### src/rtl/mdm_pkg.sv
package mdm_pkg;
  localparam int MDM_LINES    = 4;
  localparam int MDM_CSR_W    = 16;
  localparam int MDM_SYNC_N   = 2;
  localparam int MDM_DSC_BIT  = 15;
  localparam int MDM_LVL_LSB  = 11;
  localparam int MDM_DSIE_BIT = 5;
  localparam int MDM_RXIE_BIT = 6;
endpackage

### src/rtl/mdm_sync.sv
module mdm_sync #(
  parameter int W      = 4,
  parameter int STAGES = 2
) (
  input  logic         clk,
  input  logic         rst_n,
  input  logic [W-1:0] d_async,
  output logic [W-1:0] q_sync
);
  logic [W-1:0] stg_q [STAGES];
  logic [W-1:0] stg_d [STAGES];

  genvar s;
  generate
    for (s = 0; s < STAGES; s++) begin : g_stage
      if (s == 0) begin : g_first
        always_comb stg_d[s] = d_async;
      end else begin : g_next
        always_comb stg_d[s] = stg_q[s-1];
      end
      always_ff @(posedge clk or negedge rst_n) begin
        if (!rst_n) stg_q[s] <= '0;
        else        stg_q[s] <= stg_d[s];
      end
    end
  endgenerate

  assign q_sync = stg_q[STAGES-1];
endmodule

### src/rtl/mdm_edge.sv
module mdm_edge #(
  parameter int W = 4
) (
  input  logic         clk,
  input  logic         rst_n,
  input  logic [W-1:0] lvl,
  input  logic [W-1:0] line_en,
  output logic         chg_any
);
  logic [W-1:0] prev_q;
  logic [W-1:0] prev_d;
  logic [W-1:0] hit;

  always_comb begin
    prev_d = lvl;
    hit    = (lvl ^ prev_q) & line_en;
  end

  always_ff @(posedge clk or negedge rst_n) begin
    if (!rst_n) prev_q <= '0;
    else        prev_q <= prev_d;
  end

  assign chg_any = |hit;

  // previous-sample register follows the synchronized level one cycle later
  assert_prev_tracks_R2: assert property (@(posedge clk) disable iff (!rst_n)
    1'b1 |=> (prev_q == $past(lvl)));
endmodule

### src/rtl/mdm_csr.sv
module mdm_csr #(
  parameter int W        = 4,
  parameter int CSR_W    = 16,
  parameter int DSC_BIT  = 15,
  parameter int LVL_LSB  = 11,
  parameter int DSIE_BIT = 5,
  parameter int RXIE_BIT = 6
) (
  input  logic             clk,
  input  logic             rst_n,
  input  logic             wr,
  input  logic             rd,
  input  logic [1:0]       be,
  input  logic [CSR_W-1:0] wdata,
  input  logic             chg_any,
  input  logic [W-1:0]     lvl,
  output logic [CSR_W-1:0] rdata,
  output logic [W-1:0]     line_en,
  output logic             irq
);
  localparam int LO_W = CSR_W / 2;

  logic [LO_W-1:0] ctl_q, ctl_d;
  logic            dsc_q, dsc_d;
  logic            clr_rd;
  logic            ld_lo;
  logic            hi_unused;

  assign hi_unused = &{1'b0, wdata[CSR_W-1:LO_W]};

  always_comb begin
    ld_lo  = wr && be[0];
    clr_rd = rd && be[1];
    ctl_d  = ctl_q;
    if (ld_lo) ctl_d = wdata[LO_W-1:0];
    dsc_d = dsc_q;
    if (clr_rd)  dsc_d = 1'b0;
    if (chg_any) dsc_d = 1'b1;
  end

  always_ff @(posedge clk or negedge rst_n) begin
    if (!rst_n) begin
      ctl_q <= '0;
      dsc_q <= 1'b0;
    end else begin
      ctl_q <= ctl_d;
      dsc_q <= dsc_d;
    end
  end

  always_comb begin
    rdata                 = '0;
    rdata[LO_W-1:0]       = ctl_q;
    rdata[LVL_LSB +: W]   = lvl;
    rdata[DSC_BIT]        = dsc_q;
  end

  assign line_en = ctl_q[W-1:0];
  assign irq     = dsc_q & ctl_q[DSIE_BIT] & ctl_q[RXIE_BIT];

  assert_set_on_change_R3: assert property (@(posedge clk) disable iff (!rst_n)
    chg_any |=> dsc_q);
  assert_collision_keeps_R7: assert property (@(posedge clk) disable iff (!rst_n)
    (chg_any && rd && be[1]) |=> dsc_q);
  assert_clear_on_read_R6: assert property (@(posedge clk) disable iff (!rst_n)
    (rd && be[1] && !chg_any) |=> !dsc_q);
  assert_sticky_hold_R5: assert property (@(posedge clk) disable iff (!rst_n)
    (dsc_q && !(rd && be[1])) |=> dsc_q);
  assert_no_spurious_set_R4: assert property (@(posedge clk) disable iff (!rst_n)
    $rose(dsc_q) |-> $past(chg_any));
  assert_hi_write_ignored_R10: assert property (@(posedge clk) disable iff (!rst_n)
    (!(wr && be[0])) |=> $stable(ctl_q));
endmodule

### src/rtl/mdm_change_csr.sv
module mdm_change_csr
  import mdm_pkg::*;
#(
  parameter int LINES    = MDM_LINES,
  parameter int CSR_W    = MDM_CSR_W,
  parameter int SYNC_N   = MDM_SYNC_N,
  parameter int DSC_BIT  = MDM_DSC_BIT,
  parameter int LVL_LSB  = MDM_LVL_LSB,
  parameter int DSIE_BIT = MDM_DSIE_BIT,
  parameter int RXIE_BIT = MDM_RXIE_BIT
) (
  input  logic             clk,
  input  logic             rst_n,
  input  logic [LINES-1:0] line_in,
  input  logic             csr_wr,
  input  logic             csr_rd,
  input  logic [1:0]       csr_be,
  input  logic [CSR_W-1:0] csr_wdata,
  output logic [CSR_W-1:0] csr_rdata,
  output logic             dsc_irq
);
  logic [1:0]       rst_pipe_q;
  logic             rst_int_n;
  logic [LINES-1:0] lvl;
  logic [LINES-1:0] line_en;
  logic             chg_any;

  always_ff @(posedge clk or negedge rst_n) begin
    if (!rst_n) rst_pipe_q <= 2'b00;
    else        rst_pipe_q <= {rst_pipe_q[0], 1'b1};
  end
  assign rst_int_n = rst_pipe_q[1];

  mdm_sync #(.W(LINES), .STAGES(SYNC_N)) u_sync (
    .clk     (clk),
    .rst_n   (rst_int_n),
    .d_async (line_in),
    .q_sync  (lvl)
  );

  mdm_edge #(.W(LINES)) u_edge (
    .clk     (clk),
    .rst_n   (rst_int_n),
    .lvl     (lvl),
    .line_en (line_en),
    .chg_any (chg_any)
  );

  mdm_csr #(
    .W(LINES), .CSR_W(CSR_W), .DSC_BIT(DSC_BIT), .LVL_LSB(LVL_LSB),
    .DSIE_BIT(DSIE_BIT), .RXIE_BIT(RXIE_BIT)
  ) u_csr (
    .clk     (clk),
    .rst_n   (rst_int_n),
    .wr      (csr_wr),
    .rd      (csr_rd),
    .be      (csr_be),
    .wdata   (csr_wdata),
    .chg_any (chg_any),
    .lvl     (lvl),
    .rdata   (csr_rdata),
    .line_en (line_en),
    .irq     (dsc_irq)
  );

  assert_irq_gate_R8: assert property (@(posedge clk) disable iff (!rst_int_n)
    dsc_irq |-> (csr_rdata[DSC_BIT] && csr_rdata[DSIE_BIT] && csr_rdata[RXIE_BIT]));
  assert_irq_needs_flag_R8: assert property (@(posedge clk) disable iff (!rst_int_n)
    !csr_rdata[DSC_BIT] |-> !dsc_irq);
endmodule

### config.mk
export PLATFORM = sky130hd
export DESIGN_NAME = mdm_change_csr
export DESIGN_NICKNAME = d
export VERILOG_FILES = /design/src/rtl/mdm_pkg.sv /design/src/rtl/mdm_sync.sv /design/src/rtl/mdm_edge.sv /design/src/rtl/mdm_csr.sv /design/src/rtl/mdm_change_csr.sv
export SDC_FILE = /design/constraint.sdc
export NUM_CORES = 1
export LEC_CHECK = 0
export ABC_CLOCK_PERIOD_IN_PS = 2050
export BUFFER_PORTS_ARGS = -buffer_cell sky130_fd_sc_hd__buf_2
export CORE_MARGIN = 4
export CORE_UTILIZATION = 30
export CTS_CLUSTER_DIAMETER = 40
export DETAILED_ROUTE_END_ITERATION = 8
export PLACE_DENSITY = 0.68
export SLEW_MARGIN = 5
export SYNTH_ARGS = -nofsm -noshare
export SYNTH_HDL_FRONTEND = slang
export SYNTH_SLANG_ARGS = --single-unit
### constraint.sdc
create_clock -name clk -period 2.05 [get_ports clk]
set_clock_uncertainty 0.05 [all_clocks]
set_input_delay 0.1025 -clock clk [delete_from_list [all_inputs] [get_ports clk]]
set_output_delay 0.1025 -clock clk [all_outputs]
set_load 0.01 [all_outputs]
# Yosys cells after proc, flatten, opt, wreduce, memory -nomap -nowiden
# Cells that the tools add are included.
[totals] inputBits=26 regBits=23 wordCells=16 out_inout_bits=17
[classes] n_mux=2 n_bitwise=4 n_reduce_logical=4
[ops] cell="$and 4x4->4" n=1
[ops] cell="$reduce_or 4->1" n=1
[ops] cell="$xor 4x4->4" n=1
[ops] cell="$and 1x1->1" n=2
[ops] cell="$logic_and 1x1->1" n=2
[ops] cell="$mux 1" n=2
[ops] cell="$reduce_bool 2->1" n=1

# Depth between registers and ports, before layout
# Gate-level depths: netlist (run 1).
[logic_depth] word_depth=4 mapped_depth=3

# Hierarchy
# A second synthesis (run 1) with hierarchy kept.
[unflattened] cells_unflattened=56 area_unflattened_um2=840.8
[by_module_without_submodules] module="mdm_csr" seq_area_each_um2=225.2 area_each_um2=432.9 cells_each=34 instances=1
[by_module_without_submodules] module="mdm_sync" seq_area_each_um2=200.2 area_each_um2=200.2 cells_each=8 instances=1
[by_module_without_submodules] module="mdm_edge" seq_area_each_um2=100.1 area_each_um2=153.9 cells_each=11 instances=1
[by_module_without_submodules] module="mdm_change_csr" seq_area_each_um2=50.0 area_each_um2=53.8 cells_each=3 instances=1

# Worst setup path before layout (run 1)
# No wires, ideal clock.
[synth_timing] path_type="reg2reg" startpoint="register u_sync.stg_q (netlist bit u_sync.q_sync[0])" endpoint="register u_csr.dsc_q" path_stages_with_launch=4 period_less_slack_ps=1121 slack_ps=929 arrival_ps=943 path_buffers=0 path_cell_list="dfrtp_1 xor2_1 a222oi_1 nand2_1"
[synth_via] elab_chain_len=4 word_cells_on_any_way=5 classes_between="mux: 1; bitwise: 2; reduce/logical: 2"
[synth_lines] element="start: declaration" line_no="mdm_sync.sv:10" text="logic [W-1:0] stg_q [STAGES];"
[synth_lines] element="start signal: indexed assignment" line_no="mdm_sync.sv:23" text="else stg_q[s] <= stg_d[s];"
[synth_lines] element="$xor 4x4->4 (*)" line_no="mdm_edge.sv:16" text="hit = (lvl ^ prev_q) & line_en;"
[synth_lines] element="$and 4x4->4 (*)" line_no="mdm_edge.sv:16"
[synth_lines] element="$reduce_or 4->1 (*)" line_no="mdm_edge.sv:24" text="assign chg_any = |hit;"
[synth_lines] element="$mux 1 / $reduce_bool 2->1 (equally long branches)"
[synth_lines] element="end signal: assignment" line_no="mdm_csr.sv:47" text="dsc_q <= dsc_d;"
[synth_lines] element="end: declaration" line_no="mdm_csr.sv:24" text="logic dsc_q, dsc_d;"
# Every way passes the cells marked *; elsewhere a longest branch is shown, timed or not.
# A chain may end at the register's enable or synchronous reset.

# Worst setup path after layout (run 1)
[layout_timing] startpoint="register u_csr.ctl_q[6]" endpoint="output port dsc_irq"
[layout_via] elab_chain_len=1
[layout_lines] element="start: declaration" line_no="mdm_csr.sv:23" text="logic [LO_W-1:0] ctl_q, ctl_d;"
[layout_lines] element="start signal: assignment" line_no="mdm_csr.sv:46" text="ctl_q <= ctl_d;"
[layout_lines] element="$and 1x1->1" line_no="mdm_csr.sv:59" text="assign irq = dsc_q & ctl_q[DSIE_BIT] & ctl_q[RXIE_BIT];"
[layout_lines] element="end: declaration" line_no="mdm_change_csr.sv:20" text="output logic dsc_irq"
# No other way between the ends.

==> reports/metrics.cfg, run 1 <==
[clock_network]
htreeDepth=1
insertion_delay_ns=0.30
cts-resized-gates=0
cts_max_path_buffers=2
cts_tree=built
clkTransAtPathRegs_ns=0.13
cts_sinks=23
root_buffer=clkbuf_4
numCtsBuffers=3

[logic_synthesis]
ys_ff_latch=23
synth_commonest_cells=dfrtp_1, mux2_2, buf_4, xor2_1
syn-instance-count=47
synthFlopType=dfrtp_1
syn_avg_cell_area_um2=16.51
synth_top_area_share_pct=74.19
synth-edff-count=0
synth_top_cell_by_area=dfrtp_1
synth_area_um2=775.7
ys_seq_area_share_pct=74.19
synthTopCellsByArea=dfrtp_1, mux2_2, xor2_1
async_reset_ff_share_pct=100.0
yosysMostFrequentCell=dfrtp_1
yosys_warnings=0
ys_types=10

[route]
via_count=483
via_per_inst=3.927
wl_per_cell_um=11.00
drtIter0Drc=9
wl_um=1353
drc=0
firstDrtPassIters=4
drtAntennaViolNets=0

[place]
dp_slack_ns=0.8913
gp_congestion=0.6694
port_buffers=31

[floorplanning]
die_area_um2=3463
die_height_um=58.85
boundaryPins=43
core_area_um2=2477
start_util_pct=31.31
rows=18
fp.dieW_um=58.85

[power]
vdd_drop_max_mv=0.4865
finalPower_mw=0.8603
p_per_area_nw_per_um2=777.8
p_leak_nw=0.5379

[global_route]
track_usage_pct=8.283
grt_max_degree=22
grt_antenna_before_repair=0
overflow=0
first_global_vias=507
grt_pass1_wl_um=2228

[setup_path]
start_kind=flop
path_class=reg2out
crit_arrival_ns=1.02
crit_required_ns=1.90
crit_path_cell_trace=and3_1 -> buf_2
end_kind=primary output
max_stage_delay_ns=0.42
cpMaxStageDelayCell=dfrtp_1
path_max_fanout=3

[status]
outcome=finished, final reports clean

[worst_hold_path]
hp-class=in2reg

[sta]
drv_slew=0
layout_min_cycle_time_ns=1.172
final_hold_viol_count=0
maxSlewHeadroom_pct=46.82
holdWs_ns=0.02090
period_share_pct=57.19
tightest_slew_ns=0.7978
fmaxAchievable_mhz=853.0
fin_tns_setup_ns=0
finalWorstSetupSlack_ns=0.8776
rsz0062_at_grt=no
setup_viol=0

[layout]
n_fill_cell=237
seq_area_um2=575.6
multi_input_area_um2=177.7
antenna_cells=0
utilization_pct=44.65
final_nets=120
syn_to_final_growth_pct=42.58
layout-drive-gt1-share_pct=47.31

[flow_run]
max_cap_viol_count=0

## repair_timing
| item | 4_1_cts | 5_1_grt |
|---|---|---|
| hold buffers | 13 | 0 |
| buffers inserted | 0 | 0 |
| endpoints found under the hold margin | 14 | 0 |
## placed cells by master, fill, tap and decap left out
cell type       n
conb_1          4
nand2_1         2
clkbuf_4        3
xor2_1          4
and3_1          1
dlygate4sd3_1  13
a22oi_1         1
nand2_2         1
dfrtp_1        23
buf_2          31
clkinvlp_4      1
a222oi_1        1
mux2_2          8
## logic make-up after synthesis
| kind of cell | count (synthesis) | synth area share (%) |
|---|---|---|
| AO/OA/AOI/OAI | 2 | 2.258 |
| other | 2 | 0.9681 |
| AND/OR/NAND/NOR | 4 | 2.582 |
| buffers and inverters | 4 | 3.871 |
| flip-flops | 23 | 74.19 |
| XOR/XNOR | 4 | 4.516 |
| multiplexers | 8 | 11.61 |
## state kept, by name, indices dropped and copies added (netlist names)
name / cells
u_sync.stg_d: 4
u_csr.ctl_q: 8
u_csr.dsc_q: 1
rst_pipe_q: 2
u_edge.prev_q: 4
u_sync.q_sync: 4
## final timing paths
check | startpoint | end | slack (ns) | cells after the start
hold / removal | csr_be[1] | u_csr.dsc_q | 0.02 | 4
min in group asynchronous | rst_n | rst_pipe_q[0] | 0.04 | 2
setup / recovery | u_csr.ctl_q[6] | dsc_irq | 0.88 | 2
max in group asynchronous | rst_pipe_q[1] | u_csr.ctl_q[6] | 1.17 | 0
setup reg to reg | u_sync.q_sync[0] | u_csr.dsc_q | 0.90 | 3
hold reg to reg | rst_pipe_q[1] | u_csr.dsc_q | 0.28 | 0
## critical path, delay by kind of cell (launching register included)
kind	cells	cell delay (ns)
buffers and inverters	1	0.13
and+or+nand+nor	1	0.18
DFF	1	0.42
## metal layers
layer	part of all wire [%]	up-vias	track usage, %
met4	0	0	1.942
met5	0	-	0
met1	41	225	11.53
met3	8.4	0	1.974
li1	-	239	-
met2	51	19	13.09
## area by class of cell
cell class,instances,area share (%)
multi-input combinational,22,16.06
tap,30,3.394
timing repair buffer,44,25.79
clock inverter,1,0.6787
sequential,23,52.04
clock buffer,3,2.036
## power by group
| group | switching, mW | leakage, nW | internal [mW] |
|---|---|---|---|
| Clock | 0.133 | 0.0139 | 0.0741 |
| Combinational | 0.0532 | 0.258 | 0.0773 |
| Sequential | 0.0299 | 0.266 | 0.493 |
| Total | 0.216 | 0.538 | 0.644 |
## per-stage QoR
step                cells  cell area (um2)
global placement      106            945.9
detailed placement    106            945.9
global route          123             1106
CTS                   123             1106
floorplan              49            783.3
finish                123             1106
No activity file was read; power rests on OpenSTA's default activity.
==> inputs of run 2 (changes only) <==
--- a/config.mk
+++ b/config.mk
@@ -5,13 +5,13 @@
 export SDC_FILE = /design/constraint.sdc
 export NUM_CORES = 1
 export LEC_CHECK = 0
-export ABC_CLOCK_PERIOD_IN_PS = 2050
+export ABC_CLOCK_PERIOD_IN_PS = 1000
 export BUFFER_PORTS_ARGS = -buffer_cell sky130_fd_sc_hd__buf_2
 export CORE_MARGIN = 4
 export CORE_UTILIZATION = 30
 export CTS_CLUSTER_DIAMETER = 40
 export DETAILED_ROUTE_END_ITERATION = 8
-export PLACE_DENSITY = 0.68
+export PLACE_DENSITY = 0.7
 export SLEW_MARGIN = 5
 export SYNTH_ARGS = -nofsm -noshare
 export SYNTH_HDL_FRONTEND = slang
==> constraint.sdc (replaced) <==
create_clock -name clk -period 1 [get_ports clk]
set_clock_uncertainty 0.05 [all_clocks]
set_input_delay 0.05 -clock clk [delete_from_list [all_inputs] [get_ports clk]]
set_output_delay 0.05 -clock clk [all_outputs]
set_load 0.01 [all_outputs]
==> run 2 against run 1 <==
Effect of this change:
- the flow now finishes with violations (setup timing)
- global-route usage is 1.5 points higher
- critical endpoint is now u_csr.dsc_q
- core utilization is 5.6 points higher
- combinational power grew to 2.8 times the previous value
- highest routed layer unchanged
- sequential cell count stayed put
- worst setup slack worse by 0.97 ns
- critical path type is now reg2reg
==> reports/metrics.cfg, run 2 (synthesis results as in run 1) <==
[status]
outcome=finished with violations
violations=setup timing

[layout]
antenna_cells=0
layout_commonest_cell=buf_2
largest_register_ffs=8
n_fill_cell=244
final_cell_mix=buf_2, dfrtp_1, dlygate4sd3_1
top_register=u_csr.ctl_q
layout-drive-gt1-share_pct=50.48
syn_to_final_growth_pct=60.32
utilization_pct=50.20
final_nets=132

[floorplanning]
boundaryPins=43
rows=18
die_area_um2=3463
fp.dieW_um=58.85
die_height_um=58.85
core_area_um2=2477
start_util_pct=31.31

[clock_network]
numCtsBuffers=3
root_buffer=clkbuf_4
cts_sinks=23
htreeDepth=1
cts_max_path_buffers=2
insertion_delay_ns=0.29
clkTransAtPathRegs_ns=0.12
cts_tree=built

[sta]
period_share_pct=109.7
rsz0062_at_grt=yes
final_hold_viol_count=0
drv_slew=0
fin_tns_setup_ns=-0.3953
finalWorstSetupSlack_ns=-0.09696
setup_viol=7
layout_min_cycle_time_ns=1.097
fmaxAchievable_mhz=911.6

[power]
p_leak_nw=0.6113
pwr-share-clk_pct=21.9
vdd_drop_max_mv=0.9574
seq_power_share_pct=58.2
p_per_area_nw_per_um2=1461
pwr-share-comb_pct=19.9
p_switching_mw=0.4365
p_int_mw=1.380
swShare_pct=24.03

[global_route]
use_met2_pct=16.25
first_global_vias=577
grt_max_degree=14
use_met1_pct=12.38
overflow=0
grt_pass1_wl_um=2525
gr-usage-met3_pct=3.289
grt_busiest_layer=met2
grt_antenna_before_repair=0
track_usage_pct=9.756

[setup_path]
crit_required_ns=1.14
path_class=reg2reg
start_kind=flop
path_buf_inv=0
critPathTopFamily=flip-flops
end_kind=flop
path_max_fanout=1
max_stage_delay_ns=0.40
cpMaxStageDelayCell=dfrtp_1
crit_path_cell_trace=xor2_1 -> a222oi_1 -> nand2_1
crit_arrival_ns=1.24

[route]
via_per_inst=4.089
drc=0
via_count=552
drtAntennaViolNets=0
drtIter0Drc=9
wl_per_cell_um=11.45
firstDrtPassIters=4
wl_um=1546

[place]
place_hpwl_um=1137
port_buffers=31
gp_congestion=0.6811

[flow_run]
max_cap_viol_count=0

[worst_hold_path]
hp-class=reg2async

## run 2: cell count changes in the layout (fill, tap and decap cells not counted)
cell / before / now
buf_2: 31 / 26
buf_4: 0 / 6
buf_6: 0 / 8
clkinv_2: 0 / 1
clkinvlp_4: 1 / 0
dlygate4sd3_1: 13 / 16
## run 2: layer usage
metal / vias to the layer above / part of all wire (%)
li1: 263 / -
met2: 22 / 55
met4: 0 / 0
met3: 0 / 8.8
met1: 267 / 36
met5: - / 0
## run 2: what timing repair did
item,CTS,global route
endpoints found under the hold margin,15,0
pin swaps,1,0
buffers inserted,2,1
setup endpoints to repair,6,12
resized for setup,8,0
hold buffers,16,0
## run 2: final cells by class
type | instances | area (um2) | share of cell area, %
repair buffers | 56 | 425.4 | 34.21
multi-input cells | 22 | 177.7 | 14.29
well taps | 30 | 37.54 | 3.018
clock inverters | 1 | 5.005 | 0.4024
flip-flops and latches | 23 | 575.6 | 46.28
clock buffers | 3 | 22.52 | 1.811
## run 2: per-stage QoR
step           instances  instance area [um2]  setup slack [ns]  hold WS, ns  total power [mW]
5_1_grt              135                 1244           -0.1499       0.1670             1.946
3_3_place_gp         112                991.0          -0.05155      -0.2141             1.336
3_5_place_dp         112                991.0          -0.08785      -0.2107             1.348
4_1_cts              134                 1236           -0.1091       0.1379             1.846
6_report             135                 1244          -0.09696       0.1340             1.817
2_1_floorplan         49                783.3          -0.09611      -0.2956             1.215
## run 2: final timing paths
path,slack (ns),startpoint,cells past startpoint,to
max,-0.1,u_edge.prev_q[0],3,u_csr.dsc_q
min,0.13,rst_pipe_q[1],1,u_sync.stg_d[0]
max reg2reg,-0.1,u_edge.prev_q[0],3,u_csr.dsc_q
min reg2reg,0.13,rst_pipe_q[1],1,u_sync.stg_d[0]
max in group asynchronous,0.25,rst_n,3,rst_pipe_q[1]
min in group clk,0.19,csr_be[0],3,u_csr.ctl_q[0]
## run 2: power by group through the flow
stage / clock (mW) / sequential [mW] / combinational [mW]
4_1_cts: 0.429 / 1.06 / 0.357
3_5_place_dp: 0 / 1.08 / 0.268
2_1_floorplan: 0 / 1.11 / 0.105
3_3_place_gp: 0 / 1.07 / 0.263
6_report: 0.398 / 1.06 / 0.361
5_1_grt: 0.483 / 1.07 / 0.393
==> inputs of run 3 (changes only) <==
--- a/config.mk
+++ b/config.mk
@@ -7,7 +7,7 @@
 export LEC_CHECK = 0
 export ABC_CLOCK_PERIOD_IN_PS = 1000
 export BUFFER_PORTS_ARGS = -buffer_cell sky130_fd_sc_hd__buf_2
-export CORE_MARGIN = 4
+export CORE_MARGIN = 2
 export CORE_UTILIZATION = 30
 export CTS_CLUSTER_DIAMETER = 40
 export DETAILED_ROUTE_END_ITERATION = 8
==> run 3 against run 2 <==
Effect of this change:
- the run still ends with setup timing left
- first-iteration DRC count down 78%
- core utilization up 0.72 points
- sequential cell count unchanged
- worst setup slack worse by 0.022 ns
- maximum frequency down 2.0%
- total power up 1.1%
- non-clock buffer count down 1
- count of clock-buffer cells in the layout unchanged
- sequential share of layout area down 0.23 points
==> reports/metrics.cfg, run 3 (synthesis results as in run 1) <==
[status]
outcome=finished with violations
violations=setup timing

[clock_network]
cts_max_path_buffers=2
numCtsBuffers=3
root_buffer=clkbuf_4
clkTransAtPathRegs_ns=0.11
htreeDepth=1
cts_sinks=23
cts_tree=built
insertion_delay_ns=0.30

[sta]
layout_min_cycle_time_ns=1.119
rsz0062_at_grt=yes
period_share_pct=111.9
final_hold_viol_count=0
setup_viol=8
drv_slew=0
holdWs_ns=0.1560
finalWorstSetupSlack_ns=-0.1194
fin_tns_setup_ns=-0.5250
fmaxAchievable_mhz=893.4

[route]
firstDrtPassIters=4
drtIter0Drc=2
wl_per_cell_um=11.09
drc=0
dr_wl_met2_um=755
wl_um=1486
wl_met1_um=571
wl_met3_um=127
topRoutingLayerUsed=met4
via_count=554
drtAntennaViolNets=0
via_per_inst=4.134

[setup_path]
r2r_cells=3
end_kind=primary output
cpMaxStageDelayCell=dfrtp_1
reg2reg_to=u_csr.dsc_q
crit_path_cell_trace=and3_1 -> buf_2
start_kind=flop
cp-endpoint=dsc_irq
crit_arrival_ns=1.02
crit_required_ns=0.90
r2r-start=u_edge.prev_q[0]
path_max_fanout=2
r2r_slack_ns=-0.10
critPathLaunch=u_csr.dsc_q
path_class=reg2out
max_stage_delay_ns=0.42

[place]
place_hpwl_um=1019
gp_congestion=0.6192
dp_slack_ns=-0.08619
place_inst=111
port_buffers=31

[global_route]
grt_antenna_before_repair=0
first_global_vias=557
overflow=0
track_usage_pct=11.39
grt_pass1_wl_um=2290
grt_max_degree=22

[layout]
antenna_cells=0
top_register=u_csr.ctl_q
final_cell_mix=buf_2, dfrtp_1, dlygate4sd3_1
largest_register_ffs=8
fin_cells=134
final_nets=131
seq_area_um2=575.6
syn_to_final_growth_pct=61.13
layout-drive-gt1-share_pct=50.00
n_fill_cell=222
multi_input_area_um2=177.7
layout_commonest_cell=buf_2

[floorplanning]
die_area_um2=3009
core_area_um2=2455
rows=18
boundaryPins=43
die_height_um=54.85
fp.dieW_um=54.85
start_util_pct=31.60

[worst_hold_path]
hp-class=reg2async

[power]
pwr-share-clk_pct=22.1
p_switching_mw=0.4475
p_per_area_nw_per_um2=1470
pwr-share-comb_pct=20.2
p_leak_nw=0.6127
vdd_drop_max_mv=1.259
seq_power_share_pct=57.7
finalPower_mw=1.837
p_int_mw=1.390
swShare_pct=24.36

[flow_run]
max_cap_viol_count=0

## run 3: cell count changes in the layout (fill, tap and decap cells not counted), sizes merged
cell,change
buf,-1
## run 3: through the flow
stage               utilization, %  instance area [um2]
finish                       50.92                 1250
global route                 50.92                 1250
CTS                          50.31                 1235
detailed placement           40.06                983.4
global placement             40.06                983.4
floorplan                        -                783.3
## run 3: area by class of cell
class / instances / area share, %
sequential: 23 / 46.05
tap: 30 / 3.003
multi-input combinational: 22 / 14.21
clock buffer: 3 / 1.802
clock inverter: 1 / 0.4004
timing repair buffer: 55 / 34.53
## run 3: repair_timing
item | CTS | global route
resized for setup | 9 | 2
hold buffers | 16 | 0
pin swaps | 1 | 1
endpoints found under the setup margin | 6 | 12
buffers inserted | 2 | 1
endpoints found under the hold margin | 15 | 0
cloned | 0 | 0
## run 3: worst min-delay path by stage
stage	from	end	slack, ns	depth (start not counted)
2_1_floorplan	rst_n	rst_pipe_q[0]	-0.30	0
3_3_place_gp	rst_n	rst_pipe_q[0]	-0.21	1
3_5_place_dp	rst_n	rst_pipe_q[0]	-0.21	1
4_1_cts	rst_pipe_q[1]	u_sync.stg_d[3]	0.17	1
5_1_grt	csr_wr	u_csr.ctl_q[5]	0.20	3
6_report	rst_pipe_q[1]	u_sync.stg_d[1]	0.16	1
## run 3: layer usage
| metal | GRT usage [%] | up-vias |
|---|---|---|
| li1 | - | 259 |
| met1 | 13.31 | 267 |
| met2 | 19.44 | 24 |
| met3 | 2.186 | 4 |
| met4 | 6.250 | 0 |
| met5 | 0 | - |
## run 3: worst max-delay path: cells and delay by family (launching register included)
family                 cells  cell delay (ns)
buffers and inverters      1             0.13
DFF                        1             0.42
and+or+nand+nor            1             0.17
## run 3: power by group through the flow
| stage | Sequential (mW) | Clock [mW] | Combinational [mW] |
|---|---|---|---|
| detailed placement | 1.08 | 0 | 0.265 |
| finish | 1.06 | 0.406 | 0.371 |
| floorplan | 1.11 | 0 | 0.105 |
| global placement | 1.07 | 0 | 0.258 |
| CTS | 1.06 | 0.428 | 0.360 |
| global route | 1.07 | 0.466 | 0.406 |
